File: src/rtl/prot_cfg_regs.sv
module prot_cfg_regs #(
  parameter int NUM_REGIONS = 16,
  parameter int OFS_W       = 3
) (
  input  logic                      clk,
  input  logic                      rst_n,
  input  logic                      bus_sel,
  input  logic                      bus_wr,
  input  logic                      bus_priv,
  input  logic [OFS_W-1:0]          bus_ofs,
  input  logic [31:0]               bus_wdata,
  output logic [31:0]               bus_rdata,
  input  logic                      flt_valid,
  input  logic                      flt_fetch,
  input  logic [31:0]               flt_addr,
  output logic                      prot_en,
  output logic                      prot_hf_en,
  output logic                      prot_bg_en,
  output logic [32*NUM_REGIONS-1:0] rgn_base,
  output logic [32*NUM_REGIONS-1:0] rgn_attr
);
  localparam int RN_W = 4;
  localparam logic [31:0] ATTR_KEEP = 32'h173F_FF3F;
  localparam logic [31:0] TYPE_VAL  = 32'(NUM_REGIONS) << 8;
  localparam logic [OFS_W-1:0] O_TYPE = 0, O_CTRL = 1, O_RNUM = 2, O_BASE = 3,
                               O_ATTR = 4, O_FSTAT = 5, O_FADDR = 6;

  logic [2:0]      ctrl_q;
  logic [RN_W-1:0] rnum_q;
  logic [1:0]      fs_q;
  logic [31:0]     far_q;

  wire wr_ok    = bus_sel & bus_wr & bus_priv;
  wire wr_base  = wr_ok && bus_ofs == O_BASE;
  wire wr_attr  = wr_ok && bus_ofs == O_ATTR;
  wire wr_fstat = wr_ok && bus_ofs == O_FSTAT;
  wire retarget = wr_base && bus_wdata[4];
  wire [RN_W-1:0] base_tgt = retarget ? bus_wdata[RN_W-1:0] : rnum_q;
  wire dflt = flt_valid & ~flt_fetch;
  wire iflt = flt_valid & flt_fetch;

  function automatic logic [31:0] keep_mask(input logic [4:0] sz);
    keep_mask = (sz == 5'd31) ? 32'd0 : ~((32'd1 << (sz + 5'd1)) - 32'd1);
  endfunction

  always_ff @(posedge clk or negedge rst_n) begin
    if (!rst_n) begin
      ctrl_q <= '0;
      rnum_q <= '0;
      fs_q   <= '0;
      far_q  <= '0;
    end else begin
      if (wr_ok && bus_ofs == O_CTRL) ctrl_q <= bus_wdata[2:0];
      if ((wr_ok && bus_ofs == O_RNUM) || retarget) rnum_q <= bus_wdata[RN_W-1:0];
      fs_q <= (fs_q & ~(wr_fstat ? bus_wdata[1:0] : 2'b00)) | {dflt, iflt};
      if (dflt) far_q <= flt_addr;
    end
  end

  assign prot_en    = ctrl_q[0];
  assign prot_hf_en = ctrl_q[1];
  assign prot_bg_en = ctrl_q[2];

  for (genvar g = 0; g < NUM_REGIONS; g++) begin : g_rgn
    logic [26:0] base_q;
    logic [31:0] attr_q;
    always_ff @(posedge clk or negedge rst_n) begin
      if (!rst_n) begin
        base_q <= '0;
        attr_q <= '0;
      end else begin
        if (wr_base && base_tgt == RN_W'(g)) base_q <= bus_wdata[31:5];
        if (wr_attr && rnum_q == RN_W'(g))   attr_q <= bus_wdata & ATTR_KEEP;
      end
    end
    assign rgn_base[32*g +: 32] = {base_q, 5'b0} & keep_mask(attr_q[5:1]);
    assign rgn_attr[32*g +: 32] = attr_q;
  end

  wire        sel_ok   = 32'(rnum_q) < NUM_REGIONS;
  wire [31:0] sel_base = sel_ok ? rgn_base[32*int'(rnum_q) +: 32] : 32'd0;
  wire [31:0] sel_attr = sel_ok ? rgn_attr[32*int'(rnum_q) +: 32] : 32'd0;

  always_comb begin
    case (bus_ofs)
      O_TYPE:  bus_rdata = TYPE_VAL;
      O_CTRL:  bus_rdata = {29'd0, ctrl_q};
      O_RNUM:  bus_rdata = {{(32-RN_W){1'b0}}, rnum_q};
      O_BASE:  bus_rdata = sel_base | {{(32-RN_W){1'b0}}, rnum_q};
      O_ATTR:  bus_rdata = sel_attr;
      O_FSTAT: bus_rdata = {30'd0, fs_q};
      O_FADDR: bus_rdata = far_q;
      default: bus_rdata = 32'd0;
    endcase
  end

  p_unpriv_ctrl_r8: assert property (@(posedge clk) disable iff (!rst_n)
    (bus_sel && bus_wr && !bus_priv) |=> $stable(ctrl_q));
  p_unpriv_rnum_r8: assert property (@(posedge clk) disable iff (!rst_n)
    (bus_sel && bus_wr && !bus_priv) |=> $stable(rnum_q));
  p_dflag_set_r9: assert property (@(posedge clk) disable iff (!rst_n)
    (flt_valid && !flt_fetch) |=> fs_q[1]);
  p_iflag_sticky_r9: assert property (@(posedge clk) disable iff (!rst_n)
    (fs_q[0] && !(wr_fstat && bus_wdata[0])) |=> fs_q[0]);
  p_faddr_hold_r10: assert property (@(posedge clk) disable iff (!rst_n)
    !(flt_valid && !flt_fetch) |=> $stable(far_q));
  p_faddr_load_r10: assert property (@(posedge clk) disable iff (!rst_n)
    (flt_valid && !flt_fetch) |=> far_q == $past(flt_addr));
endmodule

File: config.mk
export PLATFORM = sky130hd
export DESIGN_NAME = prot_cfg_regs
export DESIGN_NICKNAME = d
export VERILOG_FILES = /design/src/rtl/prot_cfg_regs.sv
export SDC_FILE = /design/constraint.sdc
export NUM_CORES = 2
export LEC_CHECK = 0
export ABC_AREA = 1
export CAP_MARGIN = 20
export CORE_AREA = 2 2 446 448
export CTS_CLUSTER_SIZE = 30
export DETAILED_ROUTE_END_ITERATION = 12
export DIE_AREA = 0 0 448 450
export DONT_BUFFER_PORTS = 1
export GPL_TIMING_DRIVEN = 1
export SYNTH_ARGS = -nofsm -noshare
export SYNTH_HDL_FRONTEND = slang
export SYNTH_SLANG_ARGS = --single-unit
File: constraint.sdc
create_clock -name clk -period 3.28 [get_ports clk]
set_input_delay 0.164 -clock clk [delete_from_list [all_inputs] [get_ports clk]]
set_output_delay 0.164 -clock clk [all_outputs]
set_load 0.03 [all_outputs]
==> flow_summary.yaml <==
setup_path:
  critPathTopFamily: "simple AND/OR/NAND/NOR gates"
  worst_setup_path_start_kind: "register"
  critPathMaxFanout: 7
  path_cells: "nand4_1 > inv_2 > ha_4 > inv_4 > clkbuf_16 > a311oi_1 > nor2_1 > o21ai_0 > nor2_1 > nor2_1 > nor2_4 > nand3_4 > nand2_4 > buf_6"
  cp_slowest_cell: "o21ai_0"
  crit_top_cell: "nor2_1"
  criticalPathCategory: "reg -> out"
  end_kind: "primary output"
  cp.arrival_ns: 3.67
  crit_required_ns: 3.12
  crit_buf_inv: 4
  crit_path_max_incr_delay_ns: 0.51
routing:
  remaining_drc_errors: 0
  vias: 58920
  wl_per_cell_um: 31.74
  firstDrtPassIters: 7
  drtIter0Drc: 6916
  viasPerCell: 5.348
  wl_um: 349600
  postRouteAntennaNets: 0
logic_synthesis:
  synth_top_area_frac: 0.4243
  synth_largest_area_cell: "dfrtp_1"
  yosys-top-cells-area: "dfrtp_1 (42%), nand2_1 (15%), o21ai_0 (7.8%), nand3_1 (6.5%), inv_1 (5.4%)"
  synth-edff-count: 0
  ys_seq_elements: 857
  syn_area_per_cell_um2: 7.001
  yosysWarnings: 0
  yosysMostFrequentCell: "nand2_1"
  ys_seq_area_frac: 0.4243
  synthCells: 7220
  syn_area_mm2: 0.05055
  synth_top_cells_by_count: "nand2_1 (1975), dfrtp_1 (857), o21ai_0 (784)"
  yosysUniqueCellTypes: 51
  ys.flop_type: "dfrtp_1"
  synth-async-reset-ratio: 1.000
sta:
  skew_ns: 0.03369
  drv_slew: 0
  holdWs_ns: -0.8921
  setup_viol_count_final: 30
  hold_viol: 514
  grt_setup_unrepaired: "true"
  tightest_slew_ns: 1.183
  min_period_ns: 3.835
  relSlewSlack: 0.2101
  max_clock_freq_ghz: 0.2608
  fin_crit_sh: 1.169
  worst_slack_ns: -0.5545
layout:
  nets: 8352
  layout-drive-gt1-share: 0.3053
  fin_util: 0.3670
  ff_latch_area_mm2: 0.02145
  multiInputGateArea_mm2: 0.02799
  postLayoutCellArea_mm2: 0.07216
  area_growth_pct: 42.76
  nFillCells: 20810
place:
  io_buffers: 0
  placed_cell_area_mm2: 0.06108
  hpwl_um: 261700
  gp_congestion: 1.020
clock_network:
  cts-buffers-inserted: 103
  h-tree-depth: 3
  clkTransAtPathRegs_ns: 0.06
  cts-root-buf: "clkbuf_16"
  cts_hold_buf: 63
  clock_latency_ns: 0.79
  clkSinkCount: 857
  clockBufferDepth: 3
  cts_tree: "yes"
pwr:
  clkPwrFrac: 0.313
  p_comb_frac: 0.371
  seq_power_share: 0.316
  internal-power_mw: 22.57
  powerDensity_mw_per_mm2: 541.2
  total_leakage_power_nw: 35.21
  ir_drop_uv: 428.2
  p_sw_mw: 16.48
  switching_share: 0.4221
global_route:
  antenna_found_initial: 32
  grt_max_degree: 858
  grt_pass1_vias: 55420
  grt_pass1_wl_um: 464200
  grt_usage: 0.3339
  grt_overflow: 0
floorplan:
  ios: 1133
  core_mm2: 0.1966
  start_util: 0.2571
  die_area_mm2: 0.2016
  die_w_um: 448
  rows: 163
  die_y_um: 450
status:
  violations: "negative hold slack, negative setup slack"
  status: "finished, violations left"
hold_path:
  hp-class: "in -> async"
job:
  cap_violations: 0
## flip-flops by register name (all words and copies together) (netlist names)
name,count
ctrl_q,3
far_q,32
fs_q,2
g_rgn.attr_q,384
g_rgn.base_q,432
rnum_q,4
## layout make-up
cell class	count	area share
well taps	2640	0.04577
repair buffers	1397	0.1759
diodes	39	0.001352
multi-input cells	5124	0.3879
repair inverters	4	0.0003468
flip-flops and latches	857	0.2972
clock buffers	143	0.04057
inverters	765	0.04264
clock inverters	47	0.008219
## power by group through the flow
stage	Clock [mW]	Sequential, mW	Combinational (mW)
after floorplan	0	12.3	5.41
after global placement	0	12.5	11.7
after detailed placement	0	12.5	11.7
after CTS	12.3	12.3	13.3
after global routing	12.7	12.4	14.9
final	12.2	12.3	14.5
## logic make-up (layout without fill, tap and decap cells)
family	Yosys count	count (layout)	share of synthesized area
compound gates	1392	1392	0.1546
fa+ha+maj	26	26	0.006436
buf+inv	1446	2356	0.1236
flops	857	857	0.4243
mux	32	32	0.007129
other cells	1	247	0.00007419
simple gates	3466	3466	0.2839
## stage by stage
step | power [mW] | cells | setup slack, ns | setup TNS (ns)
after global placement | 24.15 | 10540 | -0.7314 | -4.860
final | 39.05 | 11020 | -0.5545 | -10.35
after floorplan | 17.75 | 7427 | -0.1302 | -0.1302
after global routing | 39.96 | 10990 | -0.6300 | -13.36
after CTS | 37.96 | 10910 | -0.6167 | -12.94
after detailed placement | 24.18 | 10540 | -0.7362 | -4.523
## path summary, 6_finish.rpt
check | startpoint | end | slack, ns | depth (start not counted)
max in group asynchronous | rst_n | g_rgn[8].base_q[11] | 1.41 | 3
min in group clk | bus_wdata[8] | g_rgn[4].base_q[3] | 0.05 | 3
setup / recovery | g_rgn[9].attr_q[4] | bus_rdata[24] | -0.55 | 14
hold / removal | rst_n | g_rgn[1].attr_q[25] | -0.89 | 0
hold reg to reg | g_rgn[9].base_q[8] | g_rgn[9].base_q[8] | 0.48 | 2
setup reg to reg | rnum_q[2] | g_rgn[6].attr_q[20] | 0.87 | 8
## cell usage in the layout, fill, tap and decap left out, types with 15 or more instances in the layout
cell type	instances
nand2_1	1702
buf_4	1106
dfrtp_1	854
o21ai_0	717
inv_1	616
nand3_1	476
nor2_1	444
nand2_2	218
conb_1	208
a22oi_1	163
nand3_2	147
o21ai_1	146
a21oi_1	128
nor2_2	117
clkbuf_16	108
nand4_1	102
buf_6	98
buf_12	97
inv_2	85
nor2_4	81
dlygate4sd3_1	63
nand2_4	58
diode_2	39
clkinv_2	38
nand3_4	37
o22ai_1	34
mux2_2	32
o21ai_2	29
clkinvlp_4	26
nor3_2	24
a21oi_2	24
clkbuf_8	20
clkbuf_1	20
nor3_1	19
buf_8	16
o2111ai_1	15
ha_4	15
## repair_timing
action	CTS	global route
setup buffers	123	62
endpoints found under the setup margin	112	73
cloned	8	7
pin swaps	145	190
gates resized for setup	821	569
endpoints found under the hold margin	1090	514
## layer usage
layer / track usage / part of all wire
met3: 0.08706 / 0.094
met1: 0.3645 / 0.34
met2: 0.5251 / 0.45
met4: 0.3144 / 0.11
met5: 0 / 0.00013
Power figures use the tool's default switching activity.
